$ cat config.mk
export PLATFORM = sky130hd
export DESIGN_NAME = spi_xmit_master
export DESIGN_NICKNAME = d
export VERILOG_FILES = /design/src/rtl/spi_xm_pkg.sv /design/src/rtl/spi_xm_baud.sv /design/src/rtl/spi_xm_txbuf.sv /design/src/rtl/spi_xm_fault.sv /design/src/rtl/spi_xm_engine.sv /design/src/rtl/spi_xmit_master.sv
export SDC_FILE = /design/constraint.sdc
export NUM_CORES = 1
export LEC_CHECK = 0
export BUFFER_PORTS_ARGS = -buffer_cell sky130_fd_sc_hd__buf_2
export CORE_MARGIN = 1
export CORE_UTILIZATION = 40
export CTS_CLUSTER_DIAMETER = 60
export DETAILED_ROUTE_END_ITERATION = 8
export GPL_TIMING_DRIVEN = 0
export PLACE_DENSITY = 0.58
export SYNTH_ARGS = -nofsm -noshare
export SYNTH_HDL_FRONTEND = slang
export SYNTH_SLANG_ARGS = --single-unit
$ cat constraint.sdc
create_clock -name clk -period 4.35 [get_ports clk]
set_clock_uncertainty 0.1 [all_clocks]
set_input_delay 0.2175 -clock clk [delete_from_list [all_inputs] [get_ports clk]]
set_output_delay 0.2175 -clock clk [all_outputs]
set_load 0.005 [all_outputs]
$ cat src/rtl/spi_xm_pkg.sv
package spi_xm_pkg;
  typedef enum logic [1:0] {
    ST_IDLE  = 2'd0,
    ST_LEAD  = 2'd1,
    ST_XFER  = 2'd2,
    ST_TRAIL = 2'd3
  } xm_state_e;
endpackage

$ cat src/rtl/spi_xm_baud.sv
module spi_xm_baud #(
  parameter int DIV_W = 8
) (
  input  logic             clk,
  input  logic             rst_n,
  input  logic             run,
  input  logic [DIV_W-1:0] div_half,
  output logic             tick
);
  logic [DIV_W-1:0] cnt_q, cnt_d;

  assign tick = run && (cnt_q >= div_half);

  always_comb begin
    if (!run)      cnt_d = '0;
    else if (tick) cnt_d = '0;
    else           cnt_d = cnt_q + DIV_W'(1);
  end

  always_ff @(posedge clk or negedge rst_n) begin
    if (!rst_n) cnt_q <= '0;
    else        cnt_q <= cnt_d;
  end
endmodule

$ cat src/rtl/spi_xm_txbuf.sv
module spi_xm_txbuf #(
  parameter int DW = 8
) (
  input  logic          clk,
  input  logic          rst_n,
  input  logic          wr_en,
  input  logic [DW-1:0] wr_data,
  input  logic          take,
  output logic [DW-1:0] data,
  output logic          empty
);
  logic [DW-1:0] data_q, data_d;
  logic          empty_q, empty_d;
  logic          accept;

  assign accept = wr_en && empty_q;

  always_comb begin
    data_d  = data_q;
    empty_d = empty_q;
    if (take)        empty_d = 1'b1;
    else if (accept) empty_d = 1'b0;
    if (accept)      data_d  = wr_data;
  end

  always_ff @(posedge clk or negedge rst_n) begin
    if (!rst_n) begin
      data_q  <= '0;
      empty_q <= 1'b1;
    end else begin
      data_q  <= data_d;
      empty_q <= empty_d;
    end
  end

  assign data  = data_q;
  assign empty = empty_q;


  full_write_ignored_chk: assert property (@(posedge clk) disable iff (!rst_n)
    (!empty_q && wr_en) |=> $stable(data_q));


  take_only_full_chk: assert property (@(posedge clk) disable iff (!rst_n)
    take |-> !empty_q);
endmodule

$ cat src/rtl/spi_xm_fault.sv
module spi_xm_fault (
  input  logic clk,
  input  logic rst_n,
  input  logic arm,
  input  logic ss_i,
  input  logic clr,
  output logic fault
);
  logic ss_m_q, ss_s_q;
  logic fault_q, fault_d;
  logic set;

  assign set = arm && !ss_s_q;

  always_comb begin
    fault_d = fault_q;
    if (set)      fault_d = 1'b1;
    else if (clr) fault_d = 1'b0;
  end

  always_ff @(posedge clk or negedge rst_n) begin
    if (!rst_n) begin
      ss_m_q  <= 1'b1;
      ss_s_q  <= 1'b1;
      fault_q <= 1'b0;
    end else begin
      ss_m_q  <= ss_i;
      ss_s_q  <= ss_m_q;
      fault_q <= fault_d;
    end
  end

  assign fault = fault_q;


  fault_cause_chk: assert property (@(posedge clk) disable iff (!rst_n)
    $rose(fault_q) |-> !$past(ss_i, 3));
endmodule

$ cat src/rtl/spi_xm_engine.sv
module spi_xm_engine
  import spi_xm_pkg::*;
#(
  parameter int DW = 8
) (
  input  logic          clk,
  input  logic          rst_n,
  input  logic          go,
  input  logic          tick,
  input  logic          cpol,
  input  logic          cpha,
  input  logic          buf_full,
  input  logic [DW-1:0] buf_data,
  input  logic          miso_i,
  input  logic          rd,
  output logic          take,
  output logic          active,
  output logic          sck,
  output logic          mosi,
  output logic [DW-1:0] rx_data,
  output logic          rx_full
);
  localparam int HALVES = 2 * DW;
  localparam int HW     = $clog2(HALVES);
  localparam logic [HW-1:0] LAST_H = HW'(HALVES - 1);
  localparam logic [HW-1:0] PRE_H  = HW'(HALVES - 2);

  xm_state_e     state_q, state_d;
  logic [HW-1:0] half_q, half_d;
  logic [DW-1:0] tx_q, tx_d;
  logic [DW-1:0] rx_q, rx_d;
  logic [DW-1:0] rxd_q, rxd_d;
  logic          full_q, full_d;
  logic          done;
  logic [DW-1:0] rx_next;

  assign rx_next = {rx_q[DW-2:0], miso_i};

  always_comb begin
    state_d = state_q;
    half_d  = half_q;
    tx_d    = tx_q;
    rx_d    = rx_q;
    rxd_d   = rxd_q;
    take    = 1'b0;
    done    = 1'b0;
    if (!go) begin
      state_d = ST_IDLE;
      half_d  = '0;
    end else begin
      unique case (state_q)
        ST_IDLE: begin
          if (buf_full) begin
            take    = 1'b1;
            tx_d    = buf_data;
            state_d = ST_LEAD;
          end
        end
        ST_LEAD: begin
          if (tick) begin
            state_d = ST_XFER;
            half_d  = '0;
          end
        end
        ST_XFER: begin
          if (tick) begin
            if (!half_q[0]) begin
              rx_d = rx_next;
              if (half_q == PRE_H) begin
                rxd_d = rx_next;
                done  = 1'b1;
              end
              half_d = half_q + HW'(1);
            end else if (half_q == LAST_H) begin
              state_d = ST_TRAIL;
              half_d  = '0;
            end else begin
              tx_d   = {tx_q[DW-2:0], 1'b0};
              half_d = half_q + HW'(1);
            end
          end
        end
        ST_TRAIL: begin
          if (tick) begin
            if (buf_full) begin
              take    = 1'b1;
              tx_d    = buf_data;
              state_d = ST_XFER;
              half_d  = '0;
            end else begin
              state_d = ST_IDLE;
            end
          end
        end
        default: state_d = ST_IDLE;
      endcase
    end
  end

  always_comb begin
    full_d = full_q;
    if (done)    full_d = 1'b1;
    else if (rd) full_d = 1'b0;
  end

  always_ff @(posedge clk or negedge rst_n) begin
    if (!rst_n) begin
      state_q <= ST_IDLE;
      half_q  <= '0;
      tx_q    <= '0;
      rx_q    <= '0;
      rxd_q   <= '0;
      full_q  <= 1'b0;
    end else begin
      state_q <= state_d;
      half_q  <= half_d;
      tx_q    <= tx_d;
      rx_q    <= rx_d;
      rxd_q   <= rxd_d;
      full_q  <= full_d;
    end
  end

  assign active  = (state_q != ST_IDLE);
  assign sck     = (state_q == ST_XFER) ? (cpol ^ cpha ^ half_q[0]) : cpol;
  assign mosi    = tx_q[DW-1];
  assign rx_data = rxd_q;
  assign rx_full = full_q;


  rx_full_source_chk: assert property (@(posedge clk) disable iff (!rst_n)
    $rose(full_q) |-> $past(state_q == ST_XFER && tick));
endmodule

$ cat src/rtl/spi_xmit_master.sv
module spi_xmit_master #(
  parameter int DW    = 8,
  parameter int DIV_W = 8
) (
  input  logic             clk,
  input  logic             rst_n,
  input  logic             en,
  input  logic             cpol,
  input  logic             cpha,
  input  logic             fault_en,
  input  logic [DIV_W-1:0] div_half,
  input  logic             wr_en,
  input  logic [DW-1:0]    wr_data,
  input  logic             rd_en,
  input  logic             fault_clr,
  output logic             tx_empty,
  output logic             rx_full,
  output logic [DW-1:0]    rd_data,
  output logic             fault,
  output logic             sck_o,
  output logic             sck_oe,
  output logic             mosi_o,
  output logic             mosi_oe,
  input  logic             miso_i,
  output logic             miso_oe,
  output logic             ss_o,
  output logic             ss_oe,
  input  logic             ss_i
);
  logic          go, tick, take, active, buf_empty;
  logic [DW-1:0] buf_data;
  logic          out_en;

  assign go     = en && !fault;
  assign out_en = en && !fault;

  spi_xm_baud #(.DIV_W(DIV_W)) u_baud (
    .clk(clk), .rst_n(rst_n), .run(active), .div_half(div_half), .tick(tick)
  );

  spi_xm_txbuf #(.DW(DW)) u_txbuf (
    .clk(clk), .rst_n(rst_n), .wr_en(wr_en), .wr_data(wr_data),
    .take(take), .data(buf_data), .empty(buf_empty)
  );

  spi_xm_fault u_fault (
    .clk(clk), .rst_n(rst_n), .arm(en && fault_en), .ss_i(ss_i),
    .clr(fault_clr), .fault(fault)
  );

  spi_xm_engine #(.DW(DW)) u_eng (
    .clk(clk), .rst_n(rst_n), .go(go), .tick(tick), .cpol(cpol), .cpha(cpha),
    .buf_full(!buf_empty), .buf_data(buf_data), .miso_i(miso_i), .rd(rd_en),
    .take(take), .active(active), .sck(sck_o), .mosi(mosi_o),
    .rx_data(rd_data), .rx_full(rx_full)
  );

  assign tx_empty = buf_empty;
  assign ss_o     = !active;
  assign sck_oe   = out_en;
  assign mosi_oe  = out_en;
  assign ss_oe    = out_en && !fault_en;
  assign miso_oe  = 1'b0;


  load_at_idle_level_chk: assert property (@(posedge clk) disable iff (!rst_n)
    $rose(tx_empty) |-> $past(sck_o == cpol));


  fault_drivers_off_chk: assert property (@(posedge clk) disable iff (!rst_n)
    fault |-> !(sck_oe || mosi_oe || ss_oe || miso_oe));
endmodule

# Word level (Yosys, flattened, before mapping)
# Cells that the tools add are included.
# word_totals
ff_bits	50
in_bits	27
out_inout_bits	18
word_cells	97
# op_classes
n_addsub	2
magnitude_cmp	1
n_eq_ne	17
muxes	41
bitwise_logic	3
n_reduce_logical	21
# op_table
operator	count
$mux 8	7
$mux 4	7
$pmux 8 s3	1
$mux 2	8
$mux 1	15
$ne 3x3->1 const B	5
$pmux 4 s3	1
$reduce_and 6->1	2
$reduce_and 5->1	2
$add 8x1->8 const B	1
$eq 4x4->1 const B	2
$ge 8x8->1	1
$pmux 2 s4	1
$reduce_bool 2->1	4
$logic_and 1x1->1	6
$ne 2x2->1 const B	3
$ne 3x2->1 const B	2
$add 4x1->4 const B	1
$eq 2x2->1 const B	2
$logic_not 1->1	4
$ne 4x1->1 const B	1
$reduce_and 4->1	1
$reduce_bool 3->1	1
$eq 2x1->1 const B	1
other kinds (5)	6

# Longest topological paths before layout
# logic_depth
ltp_word	7
depth_mapped	9
ltp_nobuf	7

# Modules after synthesis
# Synthesis repeated with hierarchy kept, for this count alone.
# unflattened
cells_unflattened	218
hier_area_um2	2635.0
# modules_own_cells
mod	n_inst	cells_per_inst	area_each_um2
spi_xm_engine	1	125	1575.3
spi_xm_baud	1	59	576.8
spi_xm_txbuf	1	20	334.1
spi_xm_fault	1	6	97.6
spi_xmit_master	1	8	51.3

# Least setup slack after synthesis
# No wires, ideal clock.
# synth_timing
kind	reg2reg
start	register u_baud.cnt_q[0]
end	register u_eng.tx_q[1]
setup_ps	125
t_arrival_ps	2094
required_time_ps	4125
path_slack_ps	2031
path_stages_with_launch	8
path_buffers	0
path_cell_list	dfrtp_1 inv_1 ha_1 nand2b_1 a2111oi_2 o21bai_1 o22ai_2 mux2_2
# synth_via
elab_chain_cells	4
elab_cells_between_ends	5
cone_classes	order compare: 1; eq/ne: 2; reduce/logical: 2
# synth_lines
item	line	rtl
start, declared	spi_xm_baud.sv:10	logic [DIV_W-1:0] cnt_q, cnt_d;
start signal, assigned	spi_xm_baud.sv:22	else cnt_q <= cnt_d;
$ge 8x8->1 (*)	spi_xm_baud.sv:12	assign tick = run && (cnt_q >= div_half);
$logic_and 1x1->1 (*)	spi_xm_baud.sv:12	
$ne 2x2->1 (no line)	--	
$reduce_and 6->1 (no line) (*)	--	
end signal, assigned	spi_xm_engine.sv:117	tx_q <= tx_d;
end, declared	spi_xm_engine.sv:30	logic [DW-1:0] tx_q, tx_d;
# Every way passes the cells marked *; elsewhere a longest branch is shown, timed or not.
# A chain may end at the register's enable or synchronous reset.

# Worst setup path after layout
# layout_timing
start	register u_eng.state_q[0]
end	output port sck_o
# layout_via
elab_chain_cells	2
# layout_lines
item	line	rtl
start, declared	spi_xm_engine.sv:28	xm_state_e state_q, state_d;
start signal, assigned	spi_xm_engine.sv:115	state_q <= state_d;
$eq 2x2->1	spi_xm_engine.sv:125	assign sck = (state_q == ST_XFER) ? (cpol ^ cpha ^ half_q[0]) : cpol;
$mux 1	spi_xm_engine.sv:125	
end, declared	spi_xmit_master.sv:20	output logic sck_o,
# No other way between the ends.

==> results by group <==
Run status
  • Outcome: completed

Route
  • Vias per inst: 5.043
  • Routed WL: 4460 µm
  • # DRC: 0
  • Detailed Routing Iterations Pass 1: 4
  • Antenna viol nets, final: 0
  • DR WL/cell: 12.82 µm
  • Iter 0 DRT Violations: 105
  • Via count: 1,755

STA
  • Fin Setup TNS: 0 ns
  • Hold_ws: 0.01562 ns
  • Final hold vios: 0
  • Endpoints failing setup: 0
  • Max Clock Freq: 371.6 MHz
  • Share of the clock period used by the worst path: 61.86%
  • Unrepaired setup endpoints after global routing: no
  • Max_slew headroom: 27.89%
  • Min Clock Period, post-route: 2.691 ns
  • Slew Viols, Final: 0
  • Worst slew pin tran: 1.082 ns

Cells and area
  • Fin util: 49.46%
  • Post-route insts no fill: 348
  • Syn-to-layout area delta: 16.88%
  • Antenna cells: 0
  • Layout Nets: 315
  • Layout cells sized above 1: 35.53%
  • Fill count: 584

Clock network
  • CTS tree: yes
  • Postcts setup bufs: 0
  • CTS Buf Count: 5
  • Root buf cell: clkbuf_8
  • Max Root-Sink Buffers: 2
  • Clock slew at reported path FFs: 0.09 ns
  • Worst-Skew Late Latency: 0.30 ns
  • Post_cts resized: 0
  • H-tree depth: 2
  • Clock sinks: 50

Logic synthesis
  • Yosys warning total: 0
  • Post-synth EDFFs: 0
  • Asr flop ratio synth: 100.0%
  • Mapped Area: 2550 µm²
  • Share of the synthesized area in the top cell type: 46.12%
  • Cell accounting for the most synthesized area: dfrtp_1
  • Synth cell count leaders: 47 x dfrtp_1, 37 x mux2_2, 18 x inv_1, 16 x ha_1, 11 x nor2_1
  • Count leader, synth: dfrtp_1
  • Syn Nets: 262
  • Post-synthesis instance total: 219
  • Top FF cell, synth: dfrtp_1
  • Unique masters post-synth: 45
  • Number of synthesized register bits: 50
  • Syn avg cell area: 11.64 µm²
  • Synth top area cells: dfrtp_1 46%, mux2_2 16%, ha_1 7.9%
  • Sequential area share after synthesis: 49.21%

GRT
  • First-pass GRT wire length: 7507 µm
  • Overflow after GRT: 0
  • Vias in the first global route: 1,636
  • Antenna violations before repair: 0
  • GRT Overall Usage: 14.93%
  • Pin count of the biggest net entering global routing: 51

Placed design
  • Number of port buffers: 43
  • Placed Cells: 337
  • Final GP Congestion: 0.7802
  • Post-DP HPWL: 3151 µm

Power and ir drop
  • Peak supply drop: 0.2529 mV
  • LEAKAGE: 1.487 nW
  • PD cells: 425.3 nW/µm²

Setup path
  • Critical path class: flop to output port
  • Crit end category: output port
  • Worst-path maximum fanout: 10
  • Critical Path Source Type: flop
  • Data required, critical path: 4.03 ns
  • Worst EP arrival: 2.37 ns

Floorplanning
  • # IOs: 45
  • Chip height: 81.84 µm
  • Num rows: 28
  • Core ar.: 6026 µm²
  • Die ar.: 6698 µm²
  • Die width: 81.84 µm
  • Initial core utilization: 42.32%

Hold path
  • Hold Crit Class: input port to asynchronous set/reset pin

Job
  • Max_cap viols: 0
## state kept, by name (all words and copies together) (netlist names)
register and flops:
u_eng.rx_data 8, u_eng.rx_q 7, u_baud.cnt_q 8, u_eng.half_q 4, u_txbuf.data 8, u_fault.ss_m_q 1
u_eng.tx_q 8, u_txbuf.empty 1, u_fault.ss_s_q 1, u_fault.fault 1, u_eng.state_q 2, u_eng.rx_full 1
## routing by layer
metal	GRT usage [%]	routed length [µm]	vias up
met5	0	0	-
met4	5.789	76	0
met3	2.667	178	6
met2	22.89	1942	37
met1	20.85	2262	832
li1	-	-	880
## layout by cell type (no fill, tap or decap), drive strengths merged, types with 3 or more instances in the layout
cell type    count
nor3             4
nand3            9
nand2            9
clkbuf          12
nor2            12
o22ai            3
o21ai            7
a21oi            5
dfstp            3
dfrtp           47
dlygate4sd3      3
ha              16
xor2             6
buf             47
inv             18
mux2            37
nand2b           3
## what timing repair did
action | CTS | global route
setup endpoints to repair | 0 | 0
hold endpoints to repair | 3 | 0
hold buffers | 3 | 0
## cells by family after synthesis
logic type | share of synthesized area, %
AND/OR/NAND/NOR | 9.176
adder cells (fa/ha/maj) | 7.851
buffers and inverters | 4.317
XOR/XNOR | 2.748
other | 0.1471
flip-flops | 49.22
multiplexers | 16.73
AO/OA/AOI/OAI | 9.813
## power breakdown
| group | total (W) | internal, W | switching [W] |
|---|---|---|---|
| sequential | 0.000615 | 0.000561 | 0.0000538 |
| clock | 0.000274 | 0.000129 | 0.000146 |
| combinational | 0.000378 | 0.000198 | 0.000180 |
## final timing paths
path / startpoint / slack [ns] / cells after the start / endpoint
max in group asynchronous: rst_n / 3.48 / 1 / u_eng.tx_q[2]
worst max-delay path: u_eng.state_q[0] / 1.66 / 7 / sck_o
worst min-delay path: rst_n / 0.02 / 1 / u_txbuf.data[7]
min in group clk: wr_data[7] / 0.05 / 2 / u_txbuf.data[7]
worst max register to register: u_baud.cnt_q[0] / 1.68 / 7 / u_eng.tx_q[4]
worst min register to register: u_fault.ss_m_q / 0.26 / 0 / u_fault.ss_s_q
## critical path: stages (launching register included)
cell	delay, ns
dfrtp_1	0.44
inv_1	0.13
ha_1	0.21
clkbuf_1	0.44
clkbuf_1	0.46
nand2_1	0.12
xnor2_1	0.15
buf_2	0.12
## cell type report
type | instances | area [µm²] | share of cell area [%]
Tap cell | 75 | 93.84 | 3.149
Timing Repair Buffer | 46 | 245.2 | 8.228
Sequential cell | 50 | 1255 | 42.11
Clock buffer | 7 | 86.33 | 2.897
Inverter | 18 | 67.56 | 2.267
Clock inverter | 1 | 5.005 | 0.1679
Buffer | 9 | 42.54 | 1.427
Multi-Input combinational cell | 142 | 1185 | 39.76
## stage by stage
stage          instance area (µm²)  total power, W  worst slack [ns]
4_1_cts                       2980        0.001287             1.594
3_5_place_dp                  2859        0.001005             1.674
6_report                      2980        0.001268             1.659
3_3_place_gp                  2859       0.0009981             1.678
5_1_grt                       2980        0.001364             1.374
2_1_floorplan                 2550       0.0008971             2.031
Power figures use the tool's default switching activity.
